File: config.mk
export PLATFORM = sky130hd
export DESIGN_NAME = spim_top
export DESIGN_NICKNAME = d
export VERILOG_FILES = /design/src/rtl/spim_pkg.sv /design/src/rtl/spim_fifo.sv /design/src/rtl/spim_shift.sv /design/src/rtl/spim_top.sv
export SDC_FILE = /design/constraint.sdc
export NUM_CORES = 1
export LEC_CHECK = 0
export ABC_CLOCK_PERIOD_IN_PS = 4300
export BUFFER_PORTS_ARGS = -buffer_cell sky130_fd_sc_hd__clkbuf_2
export CORE_ASPECT_RATIO = 1.25
export CORE_UTILIZATION = 63
export CTS_BUF_LIST = sky130_fd_sc_hd__clkbuf_4 sky130_fd_sc_hd__clkbuf_8
export CTS_CLUSTER_DIAMETER = 120
export CTS_CLUSTER_SIZE = 25
export DETAILED_ROUTE_END_ITERATION = 12
export PLACE_DENSITY = 0.83
export RECOVER_POWER = 25
export SYNTH_ARGS = -nofsm -noshare
export SYNTH_HDL_FRONTEND = slang
export SYNTH_SLANG_ARGS = --single-unit
File: constraint.sdc
create_clock -name clk -period 4.3 [get_ports clk]
set_clock_uncertainty 0.1 [all_clocks]
set_input_delay 0.645 -clock clk [delete_from_list [all_inputs] [get_ports clk]]
set_output_delay 0.645 -clock clk [all_outputs]
set_load 0.05 [all_outputs]
File: src/rtl/spim_pkg.sv
package spim_pkg;
    localparam int SPIM_DIV_W = 8;

    localparam logic [4:0] A_MCTL = 5'h00;
    localparam logic [4:0] A_CTL0 = 5'h04;
    localparam logic [4:0] A_CTL1 = 5'h08;
    localparam logic [4:0] A_STAT = 5'h14;
    localparam logic [4:0] A_DATA = 5'h18;

    localparam logic [1:0] MODE_CFG = 2'b01;
    localparam logic [1:0] MODE_RUN = 2'b10;

    typedef struct packed {
        logic [1:0]            mode;
        logic                  stop;
        logic                  cpol;
        logic                  cpha;
        logic                  msb;
        logic                  rxie;
        logic [1:0]            lvl;
        logic [SPIM_DIV_W-1:0] div;
        logic                  w16;
    } spim_regs_t;

    localparam spim_regs_t SPIM_REGS_RST = '{
        mode: MODE_CFG, stop: 1'b0, cpol: 1'b0, cpha: 1'b0, msb: 1'b0,
        rxie: 1'b0, lvl: 2'd0, div: SPIM_DIV_W'(1), w16: 1'b0
    };
endpackage

File: src/rtl/spim_fifo.sv
module spim_fifo #(
    parameter int DEPTH = 4,
    parameter int WIDTH = 16,
    localparam int PTR_W = (DEPTH > 1) ? $clog2(DEPTH) : 1,
    localparam int CNT_W = $clog2(DEPTH + 1)
) (
    input  logic             clk,
    input  logic             rst_n,
    input  logic             clr,
    input  logic             push,
    input  logic [WIDTH-1:0] wdata,
    input  logic             pop,
    output logic [WIDTH-1:0] head,
    output logic [CNT_W-1:0] count,
    output logic             empty
);
    typedef struct packed {
        logic [DEPTH-1:0][WIDTH-1:0] mem;
        logic [PTR_W-1:0]            wp;
        logic [PTR_W-1:0]            rp;
        logic [CNT_W-1:0]            cnt;
    } fifo_st_t;

    fifo_st_t s_q, s_d;
    logic     do_push, do_pop;

    function automatic logic [PTR_W-1:0] nxt(input logic [PTR_W-1:0] p);
        return (p == PTR_W'(DEPTH - 1)) ? '0 : p + PTR_W'(1);
    endfunction

    always_comb begin
        s_d     = s_q;
        do_push = push && (s_q.cnt != CNT_W'(DEPTH));
        do_pop  = pop && (s_q.cnt != '0);
        if (clr) begin
            s_d.wp  = '0;
            s_d.rp  = '0;
            s_d.cnt = '0;
        end else begin
            if (do_push) begin
                s_d.mem[s_q.wp] = wdata;
                s_d.wp          = nxt(s_q.wp);
            end
            if (do_pop) begin
                s_d.rp = nxt(s_q.rp);
            end
            s_d.cnt = s_q.cnt + CNT_W'(do_push) - CNT_W'(do_pop);
        end
    end

    always_ff @(posedge clk or negedge rst_n) begin
        if (!rst_n) s_q <= '0;
        else        s_q <= s_d;
    end

    assign head  = s_q.mem[s_q.rp];
    assign count = s_q.cnt;
    assign empty = (s_q.cnt == '0);
endmodule

File: src/rtl/spim_shift.sv
module spim_shift #(
    parameter int WMAX  = 16,
    parameter int DIV_W = 8,
    localparam int IDX_W = $clog2(WMAX)
) (
    input  logic             clk,
    input  logic             rst_n,
    input  logic             start,
    input  logic [WMAX-1:0]  word,
    input  logic             w16,
    input  logic             msb,
    input  logic             cpol,
    input  logic             cpha,
    input  logic [DIV_W-1:0] div,
    input  logic             miso,
    output logic             busy,
    output logic             fin,
    output logic [WMAX-1:0]  rx_word,
    output logic             sck,
    output logic             mosi
);
    typedef struct packed {
        logic             busy;
        logic [DIV_W-1:0] cnt;
        logic [IDX_W-1:0] idx;
        logic [WMAX-1:0]  txw;
        logic [WMAX-1:0]  rxw;
        logic             w16;
        logic             msb;
        logic             cpha;
        logic [DIV_W-1:0] div;
    } sh_st_t;

    sh_st_t           s_q, s_d;
    logic [DIV_W:0]   half_sum;
    logic [DIV_W:0]   half_v;
    logic [DIV_W-1:0] half_m1;
    logic [IDX_W-1:0] last;
    logic [IDX_W-1:0] pos;
    logic             active_lvl;
    logic             slot_end;

    always_comb begin
        half_sum   = {1'b0, s_q.div} + (DIV_W+1)'(1);
        half_v     = half_sum >> 1;
        half_m1    = half_v[DIV_W-1:0] - DIV_W'(1);
        last       = s_q.w16 ? IDX_W'(WMAX - 1) : IDX_W'(WMAX/2 - 1);
        pos        = s_q.msb ? (last - s_q.idx) : s_q.idx;
        active_lvl = s_q.cpha ? (s_q.cnt <= half_m1) : (s_q.cnt > half_m1);
        slot_end   = (s_q.cnt == s_q.div);
        fin        = s_q.busy && slot_end && (s_q.idx == last);

        s_d = s_q;
        if (!s_q.busy) begin
            if (start) begin
                s_d.busy = 1'b1;
                s_d.cnt  = '0;
                s_d.idx  = '0;
                s_d.txw  = word;
                s_d.rxw  = '0;
                s_d.w16  = w16;
                s_d.msb  = msb;
                s_d.cpha = cpha;
                s_d.div  = div;
            end
        end else begin
            if (s_q.cnt == half_m1) begin
                s_d.rxw[pos] = miso;
            end
            if (slot_end) begin
                s_d.cnt = '0;
                if (s_q.idx == last) s_d.busy = 1'b0;
                else                 s_d.idx  = s_q.idx + IDX_W'(1);
            end else begin
                s_d.cnt = s_q.cnt + DIV_W'(1);
            end
        end
    end

    always_ff @(posedge clk or negedge rst_n) begin
        if (!rst_n) s_q <= '0;
        else        s_q <= s_d;
    end

    assign busy    = s_q.busy;
    assign rx_word = s_q.rxw;
    assign sck     = s_q.busy ? (cpol ^ active_lvl) : cpol;
    assign mosi    = s_q.busy ? s_q.txw[pos] : 1'b0;
endmodule

File: src/rtl/spim_top.sv
module spim_top
    import spim_pkg::*;
#(
    parameter int FIFO_DEPTH = 4,
    parameter int WORD_MAX   = 16,
    localparam int CNT_W     = $clog2(FIFO_DEPTH + 1)
) (
    input  logic        clk,
    input  logic        rst_n,
    input  logic        reg_wr,
    input  logic        reg_rd,
    input  logic [4:0]  reg_addr,
    input  logic [31:0] reg_wdata,
    output logic [31:0] reg_rdata,
    output logic        sck,
    output logic        mosi,
    input  logic        miso,
    output logic        irq
);
    spim_regs_t r_q, r_d;

    logic                  tx_push, tx_pop, rx_pop, fifo_clr;
    logic [WORD_MAX-1:0]   tx_head, rx_head, sh_rx;
    logic [CNT_W-1:0]      tx_cnt, rx_cnt;
    logic                  tx_empty, rx_empty;
    logic                  sh_busy, sh_fin, sh_start;
    logic                  lvl_hit;
    logic                  cfg_mode;
    logic [1:0]            cur_mode;
    logic                  cur_cpol;
    logic [SPIM_DIV_W-1:0] cur_div;
    logic [1:0]            cur_lvl;
    logic [SPIM_DIV_W-1:0] div_wr;
    logic                  unused_ok;

    assign cur_mode  = r_q.mode;
    assign cur_cpol  = r_q.cpol;
    assign cur_div   = r_q.div;
    assign cur_lvl   = r_q.lvl;
    assign unused_ok = ^reg_wdata;

    always_comb begin
        r_d      = r_q;
        tx_push  = 1'b0;
        rx_pop   = 1'b0;
        fifo_clr = 1'b0;
        cfg_mode = (r_q.mode == MODE_CFG);
        lvl_hit  = (rx_cnt > CNT_W'(r_q.lvl));
        div_wr   = (reg_wdata[15:8] == '0) ? SPIM_DIV_W'(1) : reg_wdata[15:8];

        if (reg_wr) begin
            unique case (reg_addr)
                A_MCTL: begin
                    if (reg_wdata[7:6] == MODE_CFG || reg_wdata[7:6] == MODE_RUN)
                        r_d.mode = reg_wdata[7:6];
                    r_d.stop = reg_wdata[1];
                    fifo_clr = reg_wdata[0];
                end
                A_CTL0: begin
                    r_d.rxie = reg_wdata[9];
                    r_d.lvl  = reg_wdata[13:12];
                    if (cfg_mode) begin
                        r_d.cpol = reg_wdata[0];
                        r_d.cpha = reg_wdata[1];
                        r_d.msb  = reg_wdata[2];
                    end
                end
                A_CTL1: begin
                    if (cfg_mode) begin
                        r_d.div = div_wr;
                        r_d.w16 = (reg_wdata[4:0] == 5'd16);
                    end
                end
                A_DATA:  tx_push = 1'b1;
                default: ;
            endcase
        end

        rx_pop   = reg_rd && (reg_addr == A_DATA);
        sh_start = (r_q.mode == MODE_RUN) && !r_q.stop && !sh_busy && !tx_empty;
        tx_pop   = sh_start;

        reg_rdata = '0;
        unique case (reg_addr)
            A_MCTL: reg_rdata = {24'd0, r_q.mode, 4'd0, r_q.stop, 1'b0};
            A_CTL0: reg_rdata = {18'd0, r_q.lvl, 2'd0, r_q.rxie, 6'd0,
                                 r_q.msb, r_q.cpha, r_q.cpol};
            A_CTL1: reg_rdata = {16'd0, r_q.div, 3'd0, r_q.w16 ? 5'd16 : 5'd8};
            A_STAT: reg_rdata = {17'd0, lvl_hit, 3'(tx_cnt), 3'(rx_cnt),
                                 5'd0, !sh_busy, 2'd0};
            A_DATA: reg_rdata = rx_empty ? 32'd0 : {16'd0, 16'(rx_head)};
            default: reg_rdata = '0;
        endcase
    end

    always_ff @(posedge clk or negedge rst_n) begin
        if (!rst_n) r_q <= SPIM_REGS_RST;
        else        r_q <= r_d;
    end

    assign irq = lvl_hit && r_q.rxie;

    spim_fifo #(.DEPTH(FIFO_DEPTH), .WIDTH(WORD_MAX)) u_txq (
        .clk(clk), .rst_n(rst_n), .clr(fifo_clr),
        .push(tx_push), .wdata(reg_wdata[WORD_MAX-1:0]), .pop(tx_pop),
        .head(tx_head), .count(tx_cnt), .empty(tx_empty)
    );

    spim_fifo #(.DEPTH(FIFO_DEPTH), .WIDTH(WORD_MAX)) u_rxq (
        .clk(clk), .rst_n(rst_n), .clr(fifo_clr),
        .push(sh_fin), .wdata(sh_rx), .pop(rx_pop),
        .head(rx_head), .count(rx_cnt), .empty(rx_empty)
    );

    spim_shift #(.WMAX(WORD_MAX), .DIV_W(SPIM_DIV_W)) u_shift (
        .clk(clk), .rst_n(rst_n), .start(sh_start), .word(tx_head),
        .w16(r_q.w16), .msb(r_q.msb), .cpol(r_q.cpol), .cpha(r_q.cpha),
        .div(r_q.div), .miso(miso), .busy(sh_busy), .fin(sh_fin),
        .rx_word(sh_rx), .sck(sck), .mosi(mosi)
    );
endmodule

Word level (Yosys, flattened, before mapping)
Cells that the tools add are included.
{"block": "classes", "n_shift": 0, "n_reduce_logical": 39, "bitwise": 3, "n_mul": 0, "mux": 47, "n_eq_ne": 21, "n_addsub": 13, "order_cmp": 11, "div_mod_pow": 0}
{"operator": "64-bit bitwise mux", "count": 2}
{"operator": "16-bit 2-to-1 mux", "count": 7}
{"operator": "16-bit one-hot mux with 5 select lines", "count": 1}
{"operator": "16-bit binary-select mux with 2-bit select", "count": 2}
{"operator": "16-bit demux with 2-bit select", "count": 2}
{"operator": "56-bit 2-to-1 mux", "count": 1}
{"operator": "16-bit bitwise mux", "count": 1}
{"operator": "8-bit == test", "count": 2}
{"operator": "2-bit 2-to-1 mux", "count": 8}
{"operator": "4-bit 2-to-1 mux", "count": 4}
{"operator": "8-bit 2-to-1 mux", "count": 2}
{"operator": "5-bit == test (second input constant)", "count": 3}
{"operator": "1-bit logical AND", "count": 14}
{"operator": "7-bit 2-to-1 mux", "count": 2}
{"operator": "13-bit 2-to-1 mux", "count": 1}
{"operator": "2-bit == test (second input constant)", "count": 6}
{"operator": "2-bit by 3-bit less-than comparator with 1-bit output (second input constant)", "count": 4}
{"operator": "2-bit AND reduction", "count": 6}
{"operator": "3-bit AND reduction", "count": 4}
{"operator": "1-bit 2-to-1 mux", "count": 11}
{"operator": "2-bit nonzero test", "count": 5}
{"operator": "8-bit by 1-bit adder with 9-bit output (second input constant)", "count": 1}
{"operator": "2-bit by 1-bit adder with 2-bit output (second input constant)", "count": 4}
{"operator": "8-bit by 1-bit adder with 8-bit output (second input constant)", "count": 1}
{"operator": "28 further kinds", "count": 40}
{"block": "totals", "output_inout_bits": 35, "mem_bits_rw": 0, "inputBits": 42, "wordCells": 166, "latchBits": 0, "reg_bits": 216, "n_memories": 0, "romBits": 0}

Logic depth before layout (Yosys ltp)
{"block": "depth", "ltp_word": 10, "ltp_mapped": 14, "mapped_depth_nobuf": 12}

Modules after synthesis
A second synthesis with hierarchy kept.
{"block": "unflattened", "cells_unflattened": 913, "area_unflattened_um2": 11984.0}
{"mod": "spim_fifo", "cells_per_inst": 207, "seq_area_each_um2": 1776.7, "area_each_um2": 3479.6, "instances": 2}
{"mod": "spim_shift", "cells_per_inst": 370, "seq_area_each_um2": 1401.3, "area_each_um2": 3728.6, "instances": 1}
{"mod": "spim_top", "cells_per_inst": 129, "seq_area_each_um2": 452.9, "area_each_um2": 1296.2, "instances": 1}

Worst setup path before layout
OpenSTA, ideal clock, no wires.
{"block": "synth_path", "kind": "register to output", "start": "register u_shift.s_q[0] (netlist bit)", "end": "output sck", "path_stages_with_launch": 12, "arrival_time_ns": 3.231, "n_path_buf": 1, "slack_ns": 0.324, "t_required_ns": 3.555, "path_cell_list": "dfrtp_1 > ha_1 > clkbuf_1 > nor4_1 > a41oi_1 > or2_2 > mux2i_1 > ha_1 > and4_1 > and2_0 > a21oi_1 > o211ai_1"}
{"block": "synth_via", "elab_chain_cells": 6, "word_cells_on_any_way": 7, "cone_classes": "add/sub (2); order compare (2); mux (2); bitwise (1)"}
{"element": "from (decl)", "line_no": "spim_shift.sv:34", "text": "sh_st_t s_q, s_d;"}
{"element": "from (signal assigned)", "line_no": "spim_shift.sv:81", "text": "if (!rst_n) s_q <= '0;"}
{"element": "from (signal assigned)", "line_no": "spim_shift.sv:82", "text": "else s_q <= s_d;"}
{"element": "8-bit by 1-bit adder with 9-bit output (*)", "line_no": "spim_shift.sv:44", "text": "half_sum = {1'b0, s_q.div} + (DIV_W+1)'(1);"}
{"element": "8-bit by 1-bit subtractor with 8-bit output (*)", "line_no": "spim_shift.sv:46", "text": "half_m1 = half_v[DIV_W-1:0] - DIV_W'(1);"}
{"element": "8-bit greater-than comparator / 8-bit <= comparator (equally long branches)", "line_no": "spim_shift.sv:49", "text": "active_lvl = s_q.cpha ? (s_q.cnt <= half_m1) : (s_q.cnt > half_m1);"}
{"element": "1-bit 2-to-1 mux (*)", "line_no": "spim_shift.sv:49"}
{"element": "1-bit XOR (*)", "line_no": "spim_shift.sv:87", "text": "assign sck = s_q.busy ? (cpol ^ active_lvl) : cpol;"}
{"element": "1-bit 2-to-1 mux (*)", "line_no": "spim_shift.sv:87"}
{"element": "to (decl)", "line_no": "spim_top.sv:15", "text": "output logic sck,"}
Every way passes the cells marked *; elsewhere a longest branch is shown, timed or not.

Final worst setup path
{"block": "layout_path", "start": "register u_shift.s_q[1] (netlist bit)", "end": "output sck"}
The elaborated chain is that of the path after synthesis.

==> impl_summary.log <==
[metrics] status: complete, but fails checks
[metrics] failing checks: capacitance limit, slew limit
[metrics] nature of the critical path startpoint: register
[metrics] Fin Setup TNS: 0 ps
[metrics] largest family of logic cells by synthesized area: multiplexers
[metrics] vias in the first global route: ~7500
[metrics] clk sink count: 216
[metrics] top flip-flop cell by instance count after synthesis: sky130_fd_sc_hd__dfrtp_1
[metrics] root buffer cell: sky130_fd_sc_hd__clkbuf_8
[metrics] most common cell in the synthesized netlist: sky130_fd_sc_hd__dfrtp_1
[metrics] antenna violations before repair: 0
[metrics] post-route ant nets: 0
[metrics] largest net degree at the start of global routing: 103
[metrics] Least-Margin Pin Slew: between 2000 and 2500 ps
[metrics] Max clock buf depth: 3
[metrics] area of the mapped netlist: 0.0113 mm^2
[metrics] HPWL after detailed placement: between 15000 and 20000 um
[metrics] Synth area leaders: sky130_fd_sc_hd__dfrtp_1 47%, sky130_fd_sc_hd__mux2_2 11%, sky130_fd_sc_hd__mux4_2 7.6%, sky130_fd_sc_hd__nand2_1 4.4%, sky130_fd_sc_hd__mux2_4 4.0%
[metrics] multiplexer share of the synthesized area: 0.239
[metrics] number of standard cells after synthesis: between 900 and 1000
[metrics] clock transition at the register clock pins on the worst setup and hold paths after CTS: around 160 ps
[metrics] number of placed I/O pins: 77
[metrics] source-to-sink clock delay at the later pin of the worst-skew pair: about 530 ps
[metrics] library cells used by synthesis: 65
[metrics] maximum level of the CTS H-tree: 1
[metrics] Post-Synth XOR/XNOR Area: 0.0223
[metrics] total power of the final layout: ~5.3 mW
[metrics] pre-CTS setup slack: between 150 and 200 ps
[metrics] standby leakage power: just under 6 nW
[metrics] post-synth top area share: 0.473
[metrics] fraction of final layout cells with drive strength greater than 1: 0.312
[metrics] number of enable-type register cells in the synthesized netlist: 0
[metrics] number of hold-slack violations in the final timing report: 0
[metrics] Synth Area in Simple Gates: 0.103
[metrics] global-route wire length before repair: between 40000 and 50000 um
[metrics] maximum fanout along the worst path: 6
[metrics] worst setup slack after layout: just over 90 ps
[metrics] endpoint kind of the worst setup timing path: output port
[metrics] maximum clock frequency: between 200 and 250 MHz
[metrics] sequential fraction of the synthesis area: 0.478
[metrics] starting density of the core: 0.647
[metrics] required time reported for the critical path endpoint: 3560 ps
[metrics] DRC marker count from the first detailed-route iteration: about 660
[metrics] post-layout util: 0.685
[metrics] share of synthesized registers carrying an async set or reset: 1.00
[metrics] floorplan die width: approximately 120 um
[metrics] gp weighted congestion: between 0.8 and 0.9
[metrics] period utilization: 0.978
[metrics] Hold Path Depth: 2
[metrics] number of storage elements in the synthesis netlist: around 220
[metrics] number of DRC violations after detailed routing: 0
[metrics] die area: 0.0185 mm^2
[metrics] most instantiated cells after synthesis: 214 x sky130_fd_sc_hd__dfrtp_1, 133 x sky130_fd_sc_hd__nand2_1, 114 x sky130_fd_sc_hd__mux2_2
[metrics] CTS tree: yes
[metrics] CORE AREA: ~0.017 mm^2
[metrics] wire length reported by the detailed router: roughly 25000 um
[metrics] compound-cell area share of the yosys netlist: 0.0778
[metrics] critical path type: register to output port
[metrics] number of buffers inserted during clock tree synthesis: 12
[metrics] Final #Nets: about 1000
[metrics] post-synthesis cell type with the largest combined area: sky130_fd_sc_hd__dfrtp_1
[metrics] iteration count of the initial detailed-routing pass: 5
[metrics] flop2flop setup slack: 920 ps
[metrics] time the worst path needs with I/O delays and setup: between 4000 and 5000 ps
[metrics] Row Count: 54
[metrics] signed area change from the synthesized netlist to the final layout: 5.91%
[metrics] Reg2Reg Depth: 13
[metrics] floorplan die height: ~150 um
[metrics] Yosys warning count: 0
[metrics] remaining max-slew budget at the tightest pin: -0.661
[metrics] total via count after detailed routing: ~7400
[metrics] RSZ-0062 raised after global routing: yes
[metrics] Antenna Diode Count: 0
[metrics] count of hold buffers inserted by post-cts repair: 0
[metrics] data arrival time at the worst-slack endpoint: 3460 ps
[metrics] sum of overflow across all layers after global routing: 0
[metrics] max-capacitance violation count: 1
[metrics] Max IR drop VDD: roughly 440 uV
[metrics] worst min-delay path category: input port to register
[metrics] final setup violation count: 0
[metrics] total count of max-transition violations in the final report: ~100
[metrics] per-cell routed wire length: 20.8 um
[metrics] Via-to-Cell Ratio: around 6.3
[metrics] Syn Area/Cell: between 10 and 15 um^2
[metrics] adder-cell share of the synthesized area: 0.0345
[metrics] total power per unit cell area: around 440 mW/mm^2
[metrics] Global Route Usage Sum: 0.276
[metrics] Port Buf Inserts: 44
==> through the flow <==
step	hold WS (ps)	instance area [um^2]	std cells
after floorplan	249	11400	942
after global placement	376	11600	1157
after detailed placement	387	11600	1157
after global routing	301	12000	1186
final	307	12000	1186
after CTS	134	11900	1179
==> report_power, final <==
part	switching, mW	total [mW]	internal [mW]
sequential	0.468	2.78	2.31
combinational	0.795	1.55	0.759
clock	0.627	0.970	0.342
total	1.89	5.30	3.41
==> cells in the final DEF, fill, tap and decap left out, drive strengths merged, types with 8 or more instances in the layout <==
master	instances
a21oi	14
a22o	13
a22oi	11
and2	10
and3	10
buf	22
clkbuf	64
conb	16
dfrtp	214
ha	28
inv	26
mux2	144
mux2i	12
mux4	38
nand2	137
nand2b	8
nand3	13
nor2	21
nor2b	8
nor3	11
o21ai	35
o2bb2ai	14
xnor2	22
==> repair_timing <==
item | 4_1_cts | 5_1_grt
setup endpoints to repair | 1 | 1
pin swaps | 0 | 9
setup buffers | 2 | 7
resized for setup | 10 | 17
==> routing by layer <==
layer | vias to the layer above | wire, um | GRT usage
met5 | - | 0 | 0
li1 | 3351 | - | -
met1 | 3775 | 10400 | 0.388
met2 | 242 | 12200 | 0.444
met4 | 0 | 841 | 0.0958
met3 | 52 | 1260 | 0.0349
==> final timing paths <==
path / startpoint / end
max reg2reg: u_shift.s_q[1] / u_shift.rx_word[14]
max in group asynchronous: rst_n / u_shift.s_q[3]
min in group asynchronous: rst_n / u_rxq.s_q[41]
min: reg_wdata[7] / cur_mode[0]
max: u_shift.s_q[1] / sck
min reg2reg: u_txq.s_q[68] / u_txq.s_q[68]
==> layout make-up <==
cell class,count,area (um^2)
clock buffers,19,224
clock inverters,1,11.3
fillers,1241,5510
inverters,25,93.8
multi-input cells,634,5570
flip-flops and latches,216,5410
well taps,224,280
repair buffers,67,407
==> kinds of logic after synthesis <==
logic type / after synthesis
xor+xnor: 28
fa+ha+maj: 30
flops: 216
simple gates: 242
buf+inv: 92
mux: 194
other cells: 1
compound gates: 124
==> critical path: stages, from the launching register on <==
cell	delay, ps
sky130_fd_sc_hd__dfrtp_1	450
sky130_fd_sc_hd__ha_4	220
sky130_fd_sc_hd__xnor2_2	210
sky130_fd_sc_hd__ha_4	200
sky130_fd_sc_hd__xor2_1	230
sky130_fd_sc_hd__xnor2_1	180
sky130_fd_sc_hd__ha_1	280
sky130_fd_sc_hd__and4_1	240
sky130_fd_sc_hd__and2_4	170
sky130_fd_sc_hd__o311ai_1	280
sky130_fd_sc_hd__a311o_1	160
sky130_fd_sc_hd__o211ai_1	120
sky130_fd_sc_hd__clkbuf_8	200
==> sequential cells by signal, summed over array words and instances (netlist names), 2 cells and up <==
register and flops:
u_txq.count 3, cur_mode 2, u_shift.rx_word 16, cur_div 8, u_shift.s_q 39, r_q 5, u_rxq.count 3, cur_lvl 2
u_rxq.s_q 68, u_txq.s_q 68
Power figures use the tool's default switching activity.
